**src/rtl/hic_pkg.sv**
```systemverilog
package hic_pkg;

    localparam int HIC_AW = 3;

    // Register word addresses.
    typedef enum logic [HIC_AW-1:0] {
        HIC_MASK  = 3'd0,
        HIC_MSET  = 3'd1,
        HIC_MCLR  = 3'd2,
        HIC_PEEK  = 3'd3,
        HIC_TAKE  = 3'd4,
        HIC_ACK   = 3'd5,
        HIC_CTRL  = 3'd6,
        HIC_SPARE = 3'd7
    } hic_reg_e;

    // Source slot assignments.
    localparam int SRC_RX_A     = 0;
    localparam int SRC_TX_DATA  = 1;
    localparam int SRC_TX_XFER  = 2;
    localparam int SRC_RX_B     = 3;
    localparam int SRC_RX_XFER  = 4;
    localparam int SRC_EVT_0    = 5;
    localparam int SRC_EVT_1    = 6;
    localparam int SRC_WAKE     = 7;
    localparam int SRC_TRACE_0  = 8;
    localparam int SRC_TRACE_1  = 9;
    localparam int SRC_CMD_DONE = 10;
    localparam int SRC_INIT_OK  = 14;

    // One strobe per register side effect.
    typedef struct packed {
        logic mask_wr;
        logic mask_set;
        logic mask_clr;
        logic ack_wr;
        logic ctrl_wr;
        logic take_rd;
        logic any_rd;
    } hic_strobe_t;

    function automatic hic_strobe_t hic_decode(input logic wr, input logic rd,
                                               input logic [HIC_AW-1:0] a);
        hic_strobe_t s;
        s = '0;
        if (wr) begin
            case (hic_reg_e'(a))
                HIC_MASK: s.mask_wr  = 1'b1;
                HIC_MSET: s.mask_set = 1'b1;
                HIC_MCLR: s.mask_clr = 1'b1;
                HIC_ACK:  s.ack_wr   = 1'b1;
                HIC_CTRL: s.ctrl_wr  = 1'b1;
                default:  ;
            endcase
        end
        if (rd) begin
            s.any_rd  = 1'b1;
            s.take_rd = (hic_reg_e'(a) == HIC_TAKE);
        end
        return s;
    endfunction

    // Interrupt line level from pending-and-unmasked state.
    function automatic logic hic_line(input logic pending, input logic en,
                                      input logic active_low);
        return (pending & en) ^ active_low;
    endfunction

endpackage

```
**src/rtl/hic_bus_decode.sv**
```systemverilog
module hic_bus_decode
    import hic_pkg::*;
(
    input  logic              wr_i,
    input  logic              rd_i,
    input  logic [HIC_AW-1:0] addr_i,
    output hic_strobe_t       strobe_o
);
    always_comb strobe_o = hic_decode(wr_i, rd_i, addr_i);
endmodule

```
**src/rtl/hic_mask_reg.sv**
```systemverilog
module hic_mask_reg
    import hic_pkg::*;
#(
    parameter int              NSRC     = 16,
    parameter logic [NSRC-1:0] MASK_RST = NSRC'(1)
) (
    input  logic            clk,
    input  logic            rst,
    input  hic_strobe_t     strobe_i,
    input  logic [NSRC-1:0] wdata_i,
    output logic [NSRC-1:0] mask_o
);
    logic [NSRC-1:0] mask_q;
    logic [NSRC-1:0] mask_d;

    always_comb begin
        mask_d = mask_q;
        if (strobe_i.mask_wr)
            mask_d = wdata_i;
        else if (strobe_i.mask_set)
            mask_d = mask_q | wdata_i;
        else if (strobe_i.mask_clr)
            mask_d = mask_q & ~wdata_i;
    end

    always_ff @(posedge clk) begin
        if (rst) mask_q <= MASK_RST;
        else     mask_q <= mask_d;
    end

    assign mask_o = mask_q;
endmodule

```
**src/rtl/hic_status_reg.sv**
```systemverilog
module hic_status_reg
    import hic_pkg::*;
#(
    parameter int NSRC = 16
) (
    input  logic            clk,
    input  logic            rst,
    input  logic [NSRC-1:0] pulse_i,
    input  hic_strobe_t     strobe_i,
    input  logic [NSRC-1:0] ack_bits_i,
    output logic [NSRC-1:0] status_o
);
    logic [NSRC-1:0] clr_bits;
    logic [NSRC-1:0] status_q;

    always_comb begin
        clr_bits = '0;
        if (strobe_i.ack_wr)  clr_bits = ack_bits_i;
        if (strobe_i.take_rd) clr_bits = '1;
    end

    // Per bit: a new pulse takes priority over any clear in the same cycle.
    for (genvar b = 0; b < NSRC; b++) begin : g_bit
        always_ff @(posedge clk) begin
            if (rst)
                status_q[b] <= 1'b0;
            else if (pulse_i[b])
                status_q[b] <= 1'b1;
            else if (clr_bits[b])
                status_q[b] <= 1'b0;
        end
    end

    assign status_o = status_q;
endmodule

```
**src/rtl/hic_read_mux.sv**
```systemverilog
module hic_read_mux
    import hic_pkg::*;
#(
    parameter int NSRC = 16,
    parameter int DW   = 32
) (
    input  logic              clk,
    input  logic              rst,
    input  hic_strobe_t       strobe_i,
    input  logic [HIC_AW-1:0] addr_i,
    input  logic [NSRC-1:0]   mask_i,
    input  logic [NSRC-1:0]   status_i,
    input  logic              enable_i,
    output logic [DW-1:0]     rdata_o
);
    localparam int PAD = DW - NSRC;

    logic [DW-1:0] mask_ext;
    logic [DW-1:0] status_ext;
    logic [DW-1:0] sel;
    logic [DW-1:0] rdata_q;

    if (PAD > 0) begin : g_pad
        assign mask_ext   = {{PAD{1'b0}}, mask_i};
        assign status_ext = {{PAD{1'b0}}, status_i};
    end else begin : g_nopad
        assign mask_ext   = mask_i;
        assign status_ext = status_i;
    end

    always_comb begin
        case (hic_reg_e'(addr_i))
            HIC_MASK:           sel = mask_ext;
            HIC_PEEK, HIC_TAKE: sel = status_ext;
            HIC_CTRL:           sel = DW'(enable_i);
            default:            sel = '0;
        endcase
    end

    always_ff @(posedge clk) begin
        if (rst)                  rdata_q <= '0;
        else if (strobe_i.any_rd) rdata_q <= sel;
    end

    assign rdata_o = rdata_q;
endmodule

```
**src/rtl/hic_top.sv**
```systemverilog
module hic_top
    import hic_pkg::*;
#(
    parameter int              NSRC     = 16,
    parameter int              DW       = 32,
    parameter logic [NSRC-1:0] MASK_RST = NSRC'(1)
) (
    input  logic              clk,
    input  logic              rst,
    input  logic [NSRC-1:0]   src_pulse_i,
    input  logic [HIC_AW-1:0] bus_addr_i,
    input  logic              bus_wr_i,
    input  logic [DW-1:0]     bus_wdata_i,
    input  logic              bus_rd_i,
    output logic [DW-1:0]     bus_rdata_o,
    input  logic              cfg_active_low_i,
    output logic              host_irq_o
);
    hic_strobe_t     strobe;
    logic [NSRC-1:0] mask_q;
    logic [NSRC-1:0] status_q;
    logic            ctrl_en_q;
    logic [NSRC-1:0] wbits;

    assign wbits = bus_wdata_i[NSRC-1:0];

    hic_bus_decode u_dec (
        .wr_i     (bus_wr_i),
        .rd_i     (bus_rd_i),
        .addr_i   (bus_addr_i),
        .strobe_o (strobe)
    );

    hic_mask_reg #(.NSRC(NSRC), .MASK_RST(MASK_RST)) u_mask (
        .clk      (clk),
        .rst      (rst),
        .strobe_i (strobe),
        .wdata_i  (wbits),
        .mask_o   (mask_q)
    );

    hic_status_reg #(.NSRC(NSRC)) u_stat (
        .clk        (clk),
        .rst        (rst),
        .pulse_i    (src_pulse_i),
        .strobe_i   (strobe),
        .ack_bits_i (wbits),
        .status_o   (status_q)
    );

    always_ff @(posedge clk) begin
        if (rst)                 ctrl_en_q <= 1'b0;
        else if (strobe.ctrl_wr) ctrl_en_q <= bus_wdata_i[0];
    end

    hic_read_mux #(.NSRC(NSRC), .DW(DW)) u_rd (
        .clk      (clk),
        .rst      (rst),
        .strobe_i (strobe),
        .addr_i   (bus_addr_i),
        .mask_i   (mask_q),
        .status_i (status_q),
        .enable_i (ctrl_en_q),
        .rdata_o  (bus_rdata_o)
    );

    assign host_irq_o = hic_line(|(status_q & ~mask_q), ctrl_en_q, cfg_active_low_i);
endmodule

```
**config.mk**
```make
export PLATFORM = sky130hd
export DESIGN_NAME = hic_top
export DESIGN_NICKNAME = d
export VERILOG_FILES = /design/src/rtl/hic_pkg.sv /design/src/rtl/hic_bus_decode.sv /design/src/rtl/hic_mask_reg.sv /design/src/rtl/hic_status_reg.sv /design/src/rtl/hic_read_mux.sv /design/src/rtl/hic_top.sv
export SDC_FILE = /design/constraint.sdc
export NUM_CORES = 1
export LEC_CHECK = 0
export BUFFER_PORTS_ARGS = -buffer_cell sky130_fd_sc_hd__buf_2
export CORE_MARGIN = 2
export CORE_UTILIZATION = 29
export CTS_BUF_LIST = sky130_fd_sc_hd__clkbuf_2 sky130_fd_sc_hd__clkbuf_4 sky130_fd_sc_hd__clkbuf_8
export DETAILED_ROUTE_END_ITERATION = 12
export GPL_TIMING_DRIVEN = 0
export SLEW_MARGIN = 20
export SYNTH_ARGS = -nofsm -noshare
export SYNTH_HDL_FRONTEND = slang
export SYNTH_SLANG_ARGS = --single-unit
```
**constraint.sdc**
```tcl
create_clock -name clk -period 1.86 [get_ports clk]
set_clock_uncertainty 0.15 [all_clocks]
set_input_delay 0.093 -clock clk [delete_from_list [all_inputs] [get_ports clk]]
set_output_delay 0.093 -clock clk [all_outputs]
set_load 0.01 [all_outputs]
```
---- After elaboration in Yosys (flattened, before gate mapping) ----
Index checks and enable logic that the tools add are counted.
word-level totals
  input bits .............................. 56
  logic and storage cells ................. 97
  register bits ........................... 65
cells by class
  reduce and logical (&&, ||, !) cells .... 20
  equal/unequal tests ..................... 6
  muxes and demuxes ....................... 45
  bitwise operators ....................... 7
operators with widths
  cell                count
  $mux 16             5
  $pmux 16 s3         1
  $mux 1              37
  $and 16x16->16      2
  $not 16->16         2
  $reduce_bool 2->1   16
  $or 16x16->16       1
  $reduce_or 16->1    1
  $eq 3x3->1 const B  3
  $eq 3x2->1 const B  2
  $mux 5              1
  $eq 3x1->1 const B  1
  $logic_not 3->1     1
  $reduce_bool 3->1   1
  $mux 2              1
  $reduce_or 2->1     1
  $and 1x1->1         1
  $xor 1x1->1         1

---- Longest topological paths before layout ----
  word-level depth ........................ 7
  mapped depth ............................ 6
  depth with buffers taken out ............ 5

---- By module ----
Synthesis repeated with hierarchy kept, for this count alone.
unflattened totals
  cells, all modules ...................... 311
  area, all modules ....................... 2638.8 um^2
by module, submodules not included
  module          area each (um^2)  cells each  times used
  hic_read_mux    1096.1            132         1
  hic_mask_reg    641.9             74          1
  hic_status_reg  609.3             70          1
  hic_top         209.0             28          1
  hic_bus_decode  82.6              7           1

---- Least setup slack after synthesis ----
No wires, ideal clock.
  path kind ............................... flip-flop to output port
  start point ............................. register u_stat.status_q[12], in the netlist u_stat.status_o[12]
  end point ............................... output port host_irq_o
  stages on the path, launching flop included .. 6
  path buffers ............................ 0
  setup slack ............................. 0.159 ns
  data arrival time ....................... 1.458 ns
  cell sequence ........................... dfxtp_1 > nor2b_4 > a2111oi_4 > o2111ai_1 > o41ai_2 > xnor2_1
between the ends
  cells in the longest elaborated chain, start to end .. 4
ends and longest elaborated chain
  what                              RTL line              text
  start: declaration                hic_status_reg.sv:14  logic [NSRC-1:0] status_q;
  start signal: indexed assignment  hic_status_reg.sv:26  status_q[b] <= 1'b0;
  start signal: indexed assignment  hic_status_reg.sv:28  status_q[b] <= 1'b1;
  start signal: indexed assignment  hic_status_reg.sv:30  status_q[b] <= 1'b0;
  $and 16x16->16                    hic_top.sv:67         assign host_irq_o = hic_line(|(status_q & ~mask_q), ctrl_en_q, cfg_active_low_i);
  $reduce_or 16->1                  hic_top.sv:67
  $and 1x1->1                       hic_pkg.sv:66         return (pending & en) ^ active_low;
  $xor 1x1->1                       hic_pkg.sv:66
  end: declaration                  hic_top.sv:17         output logic host_irq_o
Every way passes these cells.

---- Worst setup path in the final report ----
Same ends and word-level chain as after synthesis.

==> run_results.csv <==
group,metric,value,unit
status,status,"finished with violations",
status,violations,"negative setup slack",
place,hpwl,5.59,mm
worst_setup_path,worst_ep_required_time,1.62,ns
clock_tree,worstSkewPairLatency,0.31,ns
min_path,min_path_cells,2,
clock_tree,root_buffer,"clkbuf_8",
final_layout,final_layout_size_suffix_gt1_frac,0.221,
pwr,power_density,652,mW/mm^2
floorplanning,die_x,96.5,um
clock_tree,cts_buffers,5,
place,portBuffers,54,
synthesis,seq_area_frac_synth,0.396,
grt,grt-ovfl-total,0,
detailed_routing,antenna_left,0,
clock_tree,h-tree-depth,2,
timing,setup_violations,1,
final_layout,num_antenna_cells,0,
detailed_routing,first_pass_iters,5,
clock_tree,clkTransAtPathRegs,0.09,ns
final_layout,multi_input_area,0.00132,sq mm
detailed_routing,routed_wl,7.49,mm
floorplanning,placementRows,33,
timing,worst_slack,-0.287,ns
run,maxCapViolCount,0,
worst_setup_path,critPathCaptureType,"output pin",
place,gp_congestion,0.815,
grt,grt_pass1_wl,12.2,mm
synthesis,ys.flop_type,"dfxtp_1",
synthesis,ys_ff_latch,49,
pwr,irDropWorstVdd,265,uV
detailed_routing,via_count,2566,
clock_tree,cts_tree,"yes",
place,dp_cells,493,
final_layout,syn_to_final_growth,37.7,%
clock_tree,clkSinkCount,49,
final_layout,layoutNonFillerInstCount,539,
synthesis,synth_async_sr_flop_share,0,
detailed_routing,routedWlPerCell,13.9,um
worst_setup_path,path_cells,"nor2b_4, a2111oi_4, o2111ai_2, o41ai_2, xnor2_1, buf_2",
worst_setup_path,cp_max_fo,2,
timing,worstMarginPinSlew,0.541,ns
timing,finalMaxSlewViolations,0,
grt,grt_pass1_vias,2422,
worst_setup_path,rr_worst_depth,3,
timing,finalCritPeriodShare,1.15,
worst_setup_path,cp_slowest_stage_delay,0.34,ns
detailed_routing,drc_errors,0,
clock_tree,ctsLongestPathBuffers,2,
worst_setup_path,critical_path.top_delay_family,"compound AO/OA/AOI/OAI gates",
detailed_routing,vias_per_cell,4.76,
timing,max_slew_margin,0.639,
worst_setup_path,crit_type,"flip-flop to output pin",
worst_setup_path,crit_buf_inv,1,
detailed_routing,drtIter0Drc,233,
worst_setup_path,worstPathArrival,1.90,ns
timing,post-route-min-period,2.15,ns
final_layout,fin_nets,489,
synthesis,syn_area_per_cell,7.77,sq um
floorplanning,fp.dieH,96.5,um
synthesis,synthCells,319,
synthesis,synth.distinct_cells,35,
worst_setup_path,critPathLaunchType,"flip-flop",
final_layout,postLayoutCellArea,0.00341,sq mm
grt,grt_max_degree,15,
final_layout,seqCellArea,987,sq um
worst_setup_path,path_depth,6,
timing,timing.fmax,466,MHz
final_layout,fillers,880,
floorplanning,initial_core_util,0.300,
synthesis,syn_area,0.00248,sq mm
floorplanning,core_area,0.00826,sq mm
synthesis,synth_warnings,0,
min_path,hold_class,"input port to flip-flop",
floorplanning,die-area,0.00930,sq mm
timing,hold_violations,0,
timing,rsz0062_at_grt,"true",
pwr,p_leak,1.45,nW
synthesis,synth_edf_count,0,
grt,antenna_found_initial,0,
place,place_area,0.00294,sq mm
grt,grt_usage,0.171,
worst_setup_path,slowest_stage,"a2111oi_4",
floorplanning,io_pins,89,
==> cell type report <==
| type | count | share of cell area |
|---|---|---|
| tap | 105 | 0.0385 |
| timing repair buffer | 92 | 0.190 |
| clock inverter | 2 | 0.00293 |
| multi-input combinational | 237 | 0.385 |
| buffer | 38 | 0.0609 |
| inverter | 10 | 0.0110 |
| clock buffer | 6 | 0.0224 |
| sequential | 49 | 0.289 |
==> logic make-up after synthesis <==
kind of cell | count (synthesis) | synth area share
and+or+nand+nor | 130 | 0.243
AOI/OAI and AO/OA | 88 | 0.248
DFF | 49 | 0.396
buffers and inverters | 48 | 0.0989
muxes | 2 | 0.00858
xor gates and xnor gates | 1 | 0.00353
other | 1 | 0.00151
==> placed cells by master (no fill, tap or decap), drive strengths merged, types with 2 or more instances in the layout <==
cell / instances
inv: 10
clkinv: 2
nor2b: 22
o211a: 14
o21ai: 16
conb: 16
and2: 2
nand3b: 2
nor2: 36
nand2: 49
a22oi: 14
buf: 76
clkbuf: 23
a21oi: 20
nand3: 2
nor3: 14
dlygate4sd3: 37
a31oi: 16
dfxtp: 49
o22ai: 2
==> power by group <==
| group | internal [mW] | switching (mW) |
|---|---|---|
| clock network | 0.276 | 0.349 |
| logic | 0.221 | 0.219 |
| registers | 1.11 | 0.0528 |
| total | 1.61 | 0.621 |
==> Yosys cell counts (2+ instances only) <==
| cell | n | area, sq um |
|---|---|---|
| dfxtp_1 | 49 | 981 |
| nand2_1 | 49 | 184 |
| nor2_1 | 35 | 131 |
| nor2b_1 | 21 | 131 |
| a21oi_1 | 20 | 100 |
| clkbuf_1 | 17 | 63.8 |
| a31oi_1 | 16 | 100 |
| buf_4 | 16 | 120 |
| o21ai_0 | 16 | 80.1 |
| a22oi_1 | 14 | 105 |
| nor3_1 | 14 | 70.1 |
| o211a_1 | 14 | 140 |
| inv_1 | 9 | 33.8 |
| buf_2 | 4 | 20.0 |
| and2_1 | 2 | 12.5 |
| nand3_1 | 2 | 10.0 |
| nand3b_1 | 2 | 15.0 |
| o22ai_1 | 2 | 12.5 |
==> layer usage <==
layer / vias up / share of wire / GRT usage
met2: 88 / 0.46 / 0.274
li1: 1303 / - / -
met3: 6 / 0.061 / 0.0334
met5: - / 0 / 0
met4: 0 / 0.012 / 0.0563
met1: 1169 / 0.46 / 0.232
==> metrics by stage <==
stage | setup slack (ns) | util | hold slack [ns] | setup TNS, ns | power (mW)
2_1_floorplan | 0.159 | - | 0.0607 | 0 | 1.41
3_3_place_gp | -0.139 | 0.356 | 0.151 | -0.139 | 1.55
3_5_place_dp | -0.152 | 0.356 | 0.153 | -0.152 | 1.55
4_1_cts | -0.300 | 0.413 | 0.0400 | -0.300 | 2.24
5_1_grt | -0.335 | 0.413 | 0.0746 | -0.335 | 2.35
6_report | -0.287 | 0.413 | 0.0453 | -0.287 | 2.23
==> worst paths after layout <==
path	slack [ns]	to	start
setup reg to reg	0.44	u_stat.status_o[8]	u_stat.status_o[8]
hold / removal	0.05	u_stat.status_o[11]	rst
hold reg to reg	0.33	u_rd.rdata_o[14]	u_rd.rdata_o[14]
setup / recovery	-0.29	host_irq_o	u_stat.status_o[12]
==> repair_timing <==
action / CTS / global route
endpoints found under the setup margin: 1 / 1
buffers inserted: 1 / 0
hold endpoints to repair: 33 / 0
gates resized for setup: 6 / 0
hold buffers: 37 / 0
pin swaps: 4 / 0
(Power assumes the default switching activity.)
